==> config.mk <==
export PLATFORM = sky130hd
export DESIGN_NAME = qsub_regfront
export DESIGN_NICKNAME = d
export VERILOG_FILES = /design/src/rtl/qsub_pkg.sv /design/src/rtl/qsub_decode.sv /design/src/rtl/qsub_regbank.sv /design/src/rtl/qsub_reqbuf.sv /design/src/rtl/qsub_regfront.sv
export SDC_FILE = /design/constraint.sdc
export NUM_CORES = 1
export LEC_CHECK = 0
export BUFFER_PORTS_ARGS = -buffer_cell sky130_fd_sc_hd__buf_2
export CORE_ASPECT_RATIO = 1.1
export CORE_MARGIN = 2
export CORE_UTILIZATION = 23
export CTS_CLUSTER_SIZE = 28
export DETAILED_ROUTE_END_ITERATION = 16
export GPL_TIMING_DRIVEN = 0
export SKIP_LAST_GASP = 1
export SYNTH_ARGS = -nofsm -noshare
export SYNTH_HDL_FRONTEND = slang
export SYNTH_HIERARCHICAL = 1
export SYNTH_SLANG_ARGS = --single-unit
==> constraint.sdc <==
create_clock -name clk -period 3.84 [get_ports clk]
set_input_delay 0.768 -clock clk [delete_from_list [all_inputs] [get_ports clk]]
set_output_delay 0.768 -clock clk [all_outputs]
set_load 0.02 [all_outputs]
==> src/rtl/qsub_pkg.sv <==
package qsub_pkg;
  localparam int unsigned NUM_REGS = 5;
  localparam int unsigned WORD_W   = 32;

  localparam int unsigned IDX_OPT = 0;
  localparam int unsigned IDX_SRC = 1;
  localparam int unsigned IDX_DST = 2;
  localparam int unsigned IDX_CNT = 3;
  localparam int unsigned IDX_IDX = 4;

  typedef logic [WORD_W-1:0] word_t;

  typedef struct packed {
    word_t opt;
    word_t src;
    word_t dst;
    word_t cnt;
    word_t idx;
  } xfer_req_t;
endpackage

==> src/rtl/qsub_decode.sv <==
module qsub_decode #(
  parameter int unsigned ADDR_W = 8,
  parameter int unsigned NUM    = 5,
  localparam int unsigned IDX_W  = $clog2(NUM),
  localparam int unsigned WIN_LSB = IDX_W + 2
) (
  input  logic [ADDR_W-1:0] addr_i,
  output logic              hit_o,
  output logic              alias_o,
  output logic [IDX_W-1:0]  idx_o
);
  logic [ADDR_W-1:0] upper;
  logic [IDX_W-1:0]  word;
  logic              unused_lsb;

  always_comb begin
    word    = addr_i[WIN_LSB-1:2];
    upper   = addr_i >> (WIN_LSB + 1);
    hit_o   = (upper == '0) && (int'(word) < int'(NUM));
    alias_o = addr_i[WIN_LSB];
    idx_o   = word;
  end

  assign unused_lsb = ^addr_i[1:0];
endmodule

==> src/rtl/qsub_regbank.sv <==
module qsub_regbank #(
  parameter int unsigned NUM = 5,
  parameter int unsigned DW  = 32,
  localparam int unsigned IDX_W = $clog2(NUM)
) (
  input  logic                   clk,
  input  logic                   rst_n,
  input  logic                   wr_en_i,
  input  logic [IDX_W-1:0]       wr_idx_i,
  input  logic [DW-1:0]          wr_data_i,
  output logic [NUM-1:0][DW-1:0] snap_o
);
  for (genvar g = 0; g < NUM; g++) begin : g_reg
    logic          we;
    logic [DW-1:0] q;
    logic [DW-1:0] d;

    always_comb begin
      we = wr_en_i && (int'(wr_idx_i) == g);
      d  = we ? wr_data_i : q;
      snap_o[g] = d;
    end

    always_ff @(posedge clk or negedge rst_n) begin
      if (!rst_n) begin
        q <= '0;
      end else if (we) begin
        q <= d;
      end
    end
  end

  a_r2_idx_in_range: assert property (@(posedge clk) disable iff (!rst_n)
    wr_en_i |-> (int'(wr_idx_i) < int'(NUM)));
endmodule

==> src/rtl/qsub_reqbuf.sv <==
module qsub_reqbuf #(
  parameter int unsigned PW = 160
) (
  input  logic          clk,
  input  logic          rst_n,
  input  logic          load_i,
  input  logic [PW-1:0] data_i,
  output logic          full_o,
  output logic          out_valid_o,
  input  logic          out_ready_i,
  output logic [PW-1:0] out_data_o
);
  logic          full_q, full_d;
  logic [PW-1:0] data_q;

  always_comb begin
    full_d = full_q;
    if (load_i)                    full_d = 1'b1;
    else if (full_q && out_ready_i) full_d = 1'b0;
  end

  always_ff @(posedge clk or negedge rst_n) begin
    if (!rst_n) full_q <= 1'b0;
    else        full_q <= full_d;
  end

  always_ff @(posedge clk or negedge rst_n) begin
    if (!rst_n)      data_q <= '0;
    else if (load_i) data_q <= data_i;
  end

  assign full_o      = full_q;
  assign out_valid_o = full_q;
  assign out_data_o  = data_q;

  a_r9_no_overflow: assert property (@(posedge clk) disable iff (!rst_n)
    load_i |-> (!full_q || out_ready_i));

  a_r11_hold_until_taken: assert property (@(posedge clk) disable iff (!rst_n)
    (full_q && !out_ready_i) |=> (full_q && $stable(data_q)));
endmodule

==> src/rtl/qsub_regfront.sv <==
module qsub_regfront #(
  parameter int unsigned ADDR_W = 8
) (
  input  logic        clk,
  input  logic        rst_n,
  input  logic        wr_valid,
  output logic        wr_ready,
  input  logic [ADDR_W-1:0] wr_addr,
  input  logic [31:0] wr_data,
  input  logic [3:0]  wr_be,
  input  logic        rd_en,
  output logic [31:0] rd_data,
  output logic        req_valid,
  input  logic        req_ready,
  output logic [31:0] req_opt,
  output logic [31:0] req_src,
  output logic [31:0] req_dst,
  output logic [15:0] req_lines,
  output logic [15:0] req_elems,
  output logic [31:0] req_idx
);
  import qsub_pkg::*;

  localparam int unsigned IDX_W = $clog2(NUM_REGS);
  localparam int unsigned PW    = $bits(xfer_req_t);

  logic                          dec_hit, dec_alias;
  logic [IDX_W-1:0]              dec_idx;
  logic                          buf_full;
  logic                          accept, submit;
  logic [NUM_REGS-1:0][WORD_W-1:0] snap;
  xfer_req_t                     snap_req, out_req;
  logic [PW-1:0]                 out_bits;
  logic                          unused_ok;

  qsub_decode #(.ADDR_W(ADDR_W), .NUM(NUM_REGS)) u_dec (
    .addr_i (wr_addr),
    .hit_o  (dec_hit),
    .alias_o(dec_alias),
    .idx_o  (dec_idx)
  );

  always_comb begin
    wr_ready = !(dec_hit && dec_alias && buf_full && !req_ready);
    accept   = wr_valid && wr_ready && dec_hit;
    submit   = accept && dec_alias;
  end

  qsub_regbank #(.NUM(NUM_REGS), .DW(WORD_W)) u_bank (
    .clk      (clk),
    .rst_n    (rst_n),
    .wr_en_i  (accept),
    .wr_idx_i (dec_idx),
    .wr_data_i(wr_data),
    .snap_o   (snap)
  );

  always_comb begin
    snap_req.opt = snap[IDX_OPT];
    snap_req.src = snap[IDX_SRC];
    snap_req.dst = snap[IDX_DST];
    snap_req.cnt = snap[IDX_CNT];
    snap_req.idx = snap[IDX_IDX];
  end

  qsub_reqbuf #(.PW(PW)) u_buf (
    .clk        (clk),
    .rst_n      (rst_n),
    .load_i     (submit),
    .data_i     (snap_req),
    .full_o     (buf_full),
    .out_valid_o(req_valid),
    .out_ready_i(req_ready),
    .out_data_o (out_bits)
  );

  always_comb begin
    out_req   = xfer_req_t'(out_bits);
    req_opt   = out_req.opt;
    req_src   = out_req.src;
    req_dst   = out_req.dst;
    req_lines = out_req.cnt[31:16];
    req_elems = out_req.cnt[15:0];
    req_idx   = out_req.idx;
    rd_data   = '0;
  end

  assign unused_ok = ^{wr_be, rd_en};

  a_r3_submit_only_alias: assert property (@(posedge clk) disable iff (!rst_n)
    $rose(req_valid) |-> $past(wr_valid && wr_ready && dec_hit && dec_alias));
endmodule

Yosys cells after proc, flatten, opt, wreduce, memory -nomap -nowiden
Cells that the tools add are included.
{ "op_classes": {"order_cmp": 1, "n_eq_ne": 4, "n_mux": 7, "n_reduce_logical": 18} }
{ "op_table": {"columns": ["op", "n"], "rows": [
  ["32-bit 2-to-1 mux", 5],
  ["1-bit logical AND", 13],
  ["3-bit equality test, second input constant", 3],
  ["8-bit logical NOT", 1],
  ["3-bit by 2-bit equality test with 1-bit output, second input constant", 1],
  ["3-bit logical NOT", 1],
  ["3-bit < comparator, second input constant", 1],
  ["1-bit logical NOT", 2],
  ["1-bit 2-to-1 mux", 2],
  ["2-bit nonzero test", 1]
]} }
{ "totals": {"regBits": 321, "input_bits": 49, "output_inout_bits": 194} }

Logic depth before layout (Yosys ltp)
Gate-level depths: netlist (run 1).
{ "depth": {"ltp_word": 10, "depth_mapped": 9, "depth_no_buf": 7} }

Hierarchy
Netlist (run 1), hierarchy kept.
{ "modules_own_cells": {"columns": ["module", "n_inst", "cells_each", "area_each_um2"], "rows": [
  ["qsub_regbank", 1, 552, 8137.8],
  ["qsub_reqbuf", 1, 342, 6342.3],
  ["qsub_regfront", 1, 38, 284.0],
  ["qsub_decode", 1, 6, 47.5]
]} }

Worst setup path before layout (run 1)
No wires, ideal clock.
{ "synth_path": {"path_kind": "input port to flip-flop", "from": "input wr_addr[3]", "to": "register u_buf.data_q[158], in the netlist u_buf/out_data_o[158]", "arrival_time_ps": 2502, "path_slack_ps": 1214, "cell_stages": 9, "path_cell_list": "o21a_1 -> nor3_2 -> nand2_1 -> a21oi_1 -> nor4b_2 -> buf_4 -> buf_6 -> mux2_2 -> mux2_2"} }
{ "synth_lines": {"columns": ["item", "line_no", "text"], "rows": [
  ["start, declared", "qsub_regfront.sv:8", "input logic [ADDR_W-1:0] wr_addr,"],
  ["end signal, assigned", "qsub_reqbuf.sv:29", "else if (load_i) data_q <= data_i;"],
  ["end, declared", "qsub_reqbuf.sv:14", "logic [PW-1:0] data_q;"]
]} }

==> results of run 1 <==
-- state kept, by name (all words and copies together), names as in the netlist --
signal,flops
u_buf/out_data_o,160
u_bank/g.q,160
u_buf/full_o,1
-- layer usage --
layer  up-vias  GRT usage [%]
met1      4241          16.07
met4         8          3.477
met3        62          2.703
li1       3749              -
met2       172          19.75
met5         -              0
-- cell families after synthesis --
family / after synthesis / share of synthesized area, %
other: 1 / 0.02532
and+or+nand+nor: 10 / 0.7179
AOI/OAI and AO/OA: 3 / 0.1352
muxes: 480 / 38.75
DFF: 321 / 54.23
buffers and inverters: 123 / 6.141
-- through the flow --
stage               instance area (µm²)  hold WS, ps  setup TNS (ps)  util [%]  std cells
finish                            18150        120.9               0     28.48       2050
global route                      18150        106.9               0     28.48       2050
CTS                               18150        88.51               0     28.48       2050
detailed placement                16920        488.3               0     26.56       1983
global placement                  16830        481.6        -1384930     26.42       1980
floorplan                         14930        472.4               0         -        969
-- placed cells by master (no fill, tap or decap) --
cell type and n:
buf_8 1, buf_2 183, and4bb_2 3, mux2_4 89
nand4b_1 1, clkbuf_16 39, buf_6 37, buf_4 38
inv_6 3, buf_16 3, clkbuf_1 2, clkbuf_8 11
conb_1 32, a21o_1 1, nand2_1 1, o21a_1 1
nor2b_4 1, nor3b_2 1, inv_1 1, nand3_1 1
nor3_2 1, buf_1 32, nor4b_2 1, dfrtp_1 321
mux2_2 391, clkinvlp_4 4, clkinv_2 9, a21oi_1 1
-- worst max-delay path, cell delays in order --
cell     delay, ps
buf_2          110
o21a_1         310
nor3_2         190
nand2_1        110
a21oi_1        710
nor4b_2        340
buf_4          270
buf_6          210
mux2_2         400
mux2_4         270
-- where the power goes --
group / internal (mW) / switching [mW] / total (mW)
combinational: 0.965 / 0.931 / 1.90
clock: 2.05 / 1.46 / 3.52
sequential: 3.95 / 0.305 / 4.25
-- layout make-up --
type | count | area, µm² | area share (%)
Clock inverter | 16 | 101.3 | 0.5585
Buffer | 122 | 905.9 | 4.992
Clock buffer | 51 | 1121 | 6.178
Tap cell | 841 | 1052 | 5.799
Inverter | 1 | 3.754 | 0.02069
Sequential cell | 321 | 8033 | 44.27
Timing Repair Buffer | 173 | 943.4 | 5.199
Multi-Input combinational cell | 525 | 5986 | 32.99
-- path summary, 6_finish.rpt --
check / from / end / slack [ps] / cells after the start
max: wr_addr[3] / u_buf/out_data_o[128] / 550 / 10
min: rst_n / u_bank/g_reg[2].q[1] / 120 / 1
max reg2reg: u_buf/full_o / u_buf/out_data_o[128] / 970 / 7
min reg2reg: u_bank/g_reg[3].q[11] / u_bank/g_reg[3].q[11] / 500 / 1
max in group asynchronous: rst_n / u_bank/g_reg[0].q[19] / 2530 / 3
min in group clk: u_bank/g_reg[3].q[11] / u_bank/g_reg[3].q[11] / 500 / 1
==> impl_metrics.json, run 1 <==
{
  "wl_met3_mm": 1.895,
  "worstHoldPathType": "in2async",
  "core_area_um2": 63720,
  "synth_flop_cell": "dfrtp_1",
  "irDropWorstVdd_uv": 294.7,
  "syn_to_final_growth_pct": 22.51,
  "pre_cts_slack_ps": 90.29,
  "post-cts-setup-buffer-count": 0,
  "crit_arrival_ps": 3700,
  "relSlewSlack_pct": 39.56,
  "syn_area_per_cell_um2": 15.79,
  "yosys.cell_types.count": 21,
  "cts_tree": "done",
  "std_cell_rows": 97,
  "timing.fmax_mhz": 303.8,
  "drive_gt1_share_pct": 67.41,
  "cp_max_fo": 10,
  "htree_levels": 2,
  "grt_pass1_vias": 8840,
  "maxCapViolations": 0,
  "finalWorstSetupSlack_ps": 548.3,
  "min_period_over_period_pct": 85.72,
  "power.leakage_nw": 8.940,
  "netlist_area_um2": 14810,
  "numCtsBuffers": 38,
  "place_congestion": 0.7153,
  "report.power.total_mw": 9.667,
  "wl_met2_mm": 19.01,
  "drt_first_pass_iters": 4,
  "overflow": 0,
  "status": "finished, final reports clean",
  "async_flop_share_pct": 100.0,
  "pin_count": 243,
  "viasPerCell": 4.016,
  "cts.clk_slew.worst_paths_ps": 60,
  "synth-seq-area-share_pct": 54.23,
  "drt_first_iter_violations": 282,
  "grt_pass1_wl_mm": 59.62,
  "grt_antenna_before_repair": 4,
  "die_x_um": 246.0,
  "synth_top_cell_area_share_pct": 54.23,
  "die-area_um2": 66450,
  "powerDensity_nw_per_um2": 532.7,
  "cp-end-kind": "flip-flop",
  "die_y_um": 270.2,
  "n_antenna_cell": 0,
  "ant_nets": 0,
  "via_count": 8232,
  "grtUsageTotal_pct": 12.14,
  "start_util_pct": 23.25,
  "finalWirelength_mm": 40.08,
  "start_kind": "primary input",
  "setup_viol": 0,
  "drc_errors": 0,
  "cts.sinks": 321,
  "wire_per_inst_um": 19.55,
  "holdBufCountCts": 0,
  "fin_crit_ps": 3292,
  "grt_max_degree": 117,
  "synth_edf_count": 0,
  "root_buffer": "clkbuf_16",
  "syn_inst": 938,
  "top_layer_used": "met5",
  "fin_skew_ps": 18.67,
  "synth_most_common_cell": "mux2_2",
  "finalHoldViolCount": 0,
  "worst-setup-path-type": "in2reg",
  "worst_slew_pin_slew_ps": 906.6,
  "numPortBuffers": 170,
  "clock_path_buffers": 3,
  "yosys-top-cells-area": "dfrtp_1 54%, mux2_2 30%, mux2_4 9.0%",
  "wl_met1_mm": 18.27,
  "clk_latency_ps": 540,
  "yosys_warnings": 6,
  "drv_slew": 0,
  "crit_required_ps": 4250,
  "synthTopCellsByCount": "391 x mux2_2, 321 x dfrtp_1, 89 x mux2_4",
  "num-nets-final": 1231,
  "synth.ff_latch_count": 321,
  "yosys.area.top_type": "dfrtp_1",
  "rsz0062_at_grt": "false",
  "post_cts_resized": 0,
  "fill_cells": 6456,
  "dp.final_hpwl_mm": 27.45
}
Power figures use the tool's default switching activity.
==> inputs of run 2 (changes only) <==
--- a/config.mk
+++ b/config.mk
@@ -5,6 +5,7 @@
 export SDC_FILE = /design/constraint.sdc
 export NUM_CORES = 1
 export LEC_CHECK = 0
+export ABC_AREA = 1
 export BUFFER_PORTS_ARGS = -buffer_cell sky130_fd_sc_hd__buf_2
 export CORE_ASPECT_RATIO = 1.1
 export CORE_MARGIN = 2
==> run 2 against run 1 <==
Against the previous run:
- critical path depth grew 3
- first-iteration DRC count grew to 3.1 times the previous value
- clock-buffer cell count decreased by 4
- register-to-register slack better by 520 ps
- clock power down 4%
- final area fell by 8.9%
- worst setup slack improved by 670 ps
- global-route usage rose by 2.5 points
- wire length increased by 8.3%
- utilization rose by 0.43 points
- via count increased by 34%
- power fell by 5.8%
- largest cell class unchanged
==> impl_metrics.json, run 2 <==
{
  "status": "finished, final reports clean",
  "viasPerCell": 4.174,
  "irDropWorstVdd_uv": 231.0,
  "finalWirelength_mm": 43.41,
  "grt_pass1_vias": 10880,
  "htree_levels": 2,
  "worstRegToRegCells": 11,
  "root_buffer": "clkbuf_16",
  "cp-end-kind": "flip-flop",
  "num-nets-final": 1917,
  "drt_first_pass_iters": 5,
  "min_period_over_period_pct": 68.25,
  "drc_errors": 0,
  "post-cts-setup-buffer-count": 0,
  "drt_first_iter_violations": 886,
  "cpMostUsedCell": "nand2_1",
  "overflow": 0,
  "crit_required_ps": 4250,
  "path_cells": "buf_2, or2_0, nor2_1, nand2_1, nor2_1, inv_1, nor2_4, nand2_1, clkbuf_1, nand2_1, nand2_1, nand2_1, nand2_1",
  "grt_pass1_wl_mm": 65.85,
  "finalHoldViolCount": 0,
  "r2r_slack_ps": 1490,
  "cts.clk_slew.worst_paths_ps": 60,
  "cts_tree": "done",
  "ant_nets": 0,
  "drive_gt1_share_pct": 19.45,
  "place_congestion": 0.7724,
  "worstHoldPathType": "in2async",
  "core_area_um2": 57210,
  "cp_max_fo": 10,
  "yosys.cell_types.count": 17,
  "rsz0062_at_grt": "false",
  "die_y_um": 255.9,
  "yosys.area.top_type": "dfrtp_1",
  "clk_latency_ps": 530,
  "timing.rr.end": "u_buf/out_data_o[46]",
  "synth_top_cell_area_share_pct": 60.54,
  "start_util_pct": 23.19,
  "r2r_start": "u_buf/full_o",
  "post_cts_resized": 0,
  "p_sw_mw": 2.774,
  "yosys-top-cells-area": "dfrtp_1 61%, nand2_1 28%, nand3_1 4.8%",
  "internal_power_mw": 6.336,
  "async_flop_share_pct": 100.0,
  "dp.final_hpwl_mm": 32.22,
  "dpl_cell_area_um2": 15400,
  "fin_crit_ps": 2621,
  "grt_max_degree": 122,
  "synth-seq-area-share_pct": 60.54,
  "power.leakage_nw": 10.29,
  "std_cell_rows": 92,
  "comb_power_share_pct": 17.6,
  "pin_count": 243,
  "slowest_stage": "clkbuf_1",
  "synth_edf_count": 0,
  "syn_area_per_cell_um2": 8.319,
  "worst-setup-path-type": "in2reg",
  "layout_commonest_cell": "nand2_1",
  "placed_cells": 2582,
  "drv_slew": 0,
  "via_count": 11036,
  "synth.ff_latch_count": 321,
  "die-area_um2": 59630,
  "grt_antenna_before_repair": 1,
  "slowest_delay_ps": 350,
  "seqPwrFrac_pct": 45.2,
  "maxCapViolations": 0,
  "worst_slew_pin_slew_ps": 919.1,
  "start_kind": "primary input",
  "numCtsBuffers": 36,
  "netSwitchingFraction_pct": 30.45,
  "syn_inst": 1595,
  "die_x_um": 233.0,
  "cts.sinks": 321,
  "powerDensity_nw_per_um2": 550.9,
  "holdBufCountCts": 0,
  "n_antenna_cell": 0,
  "netlist_area_um2": 13270,
  "design_area_um2": 16540,
  "setup_viol": 0,
  "clock_path_buffers": 3,
  "timing.fmax_mhz": 381.6,
  "yosys_warnings": 6,
  "wire_per_inst_um": 16.42,
  "crit_arrival_ps": 3030,
  "worst_hold_slack_ps": 303.9,
  "synthTopCellsByCount": "1005 x nand2_1, 321 x dfrtp_1, 128 x nand3_1",
  "stdcell_count": 2644,
  "syn_to_final_growth_pct": 24.63,
  "fin_skew_ps": 18.02,
  "p_clk_share_pct": 37.1,
  "synth_most_common_cell": "nand2_1",
  "synth_flop_cell": "dfrtp_1",
  "grtUsageTotal_pct": 14.61,
  "numPortBuffers": 202,
  "relSlewSlack_pct": 38.73,
  "mostFrequentLayoutCells": "1005 x nand2_1, 321 x dfrtp_1, 247 x buf_2"
}
[run 2: cell count changes after synthesis, moves of 12 or more]
| cell | change |
|---|---|
| buf_2 | +32 |
| mux2_2 | -391 |
| buf_4 | +17 |
| clkbuf_1 | +12 |
| nand3_1 | +127 |
| buf_6 | -36 |
| buf_1 | -30 |
| nand2_1 | +1004 |
| mux2_4 | -89 |
[run 2: logic make-up after synthesis]
logic type / share of synthesized area, %
DFF: 60.54
other: 0.02826
and+or+nand+nor: 33.75
buffers and inverters: 5.686
[run 2: critical path: cells and delay by family]
family | cells | cell delay, ps
simple gates | 10 | 1680
buf+inv | 3 | 580
[run 2: final cells by class]
class / instances / area [µm²]
Buffer: 116 / 706.9
Clock buffer: 47 / 982.2
Clock inverter: 15 / 152.6
Fill cell: 6122 / 40670
Inverter: 12 / 47.55
Multi-Input combinational cell: 1177 / 4598
Sequential cell: 321 / 8033
Tap cell: 752 / 940.9
Timing Repair Buffer: 204 / 1076
[run 2: stage by stage]
| stage | TNS (ps) | power [mW] | setup WS, ps | utilization (%) |
|---|---|---|---|---|
| 6_report | 0 | 9.110 | 1219 | 28.91 |
| 5_1_grt | 0 | 9.623 | 1044 | 28.91 |
| 4_1_cts | 0 | 9.254 | 1243 | 28.91 |
| 3_5_place_dp | 0 | 5.811 | 691.7 | 26.92 |
| 3_3_place_gp | -1277640 | 5.749 | -4049 | 26.81 |
| 2_1_floorplan | 0 | 5.111 | 1584 | - |
[run 2: worst max-delay path by stage]
stage	slack, ps	cells after the start	endpoint	start
finish	1220	13	u_buf/out_data_o[46]	wr_addr[7]
global route	1040	13	u_buf/out_data_o[50]	wr_addr[7]
CTS	1240	13	u_buf/out_data_o[46]	wr_addr[7]
detailed placement	690	13	u_buf/out_data_o[46]	wr_addr[7]
global placement	-4050	1	u_buf/out_data_o[115]	rst_n
floorplan	1580	12	u_buf/out_data_o[46]	wr_addr[7]
[run 2: power by group through the flow]
stage,clock network (mW),registers [mW],logic (mW)
finish,3.38,4.12,1.61
global route,3.64,4.18,1.81
CTS,3.49,4.12,1.64
detailed placement,0,4.18,1.63
global placement,0,4.16,1.59
floorplan,0,4.47,0.642
[run 2: routing by layer]
metal	share of wire (%)	vias up	GRT usage, %
li1	-	5370	-
met1	42	5249	18.25
met2	47	336	23.83
met3	7.6	79	3.877
met4	4.0	2	5.998
met5	0.028	-	0
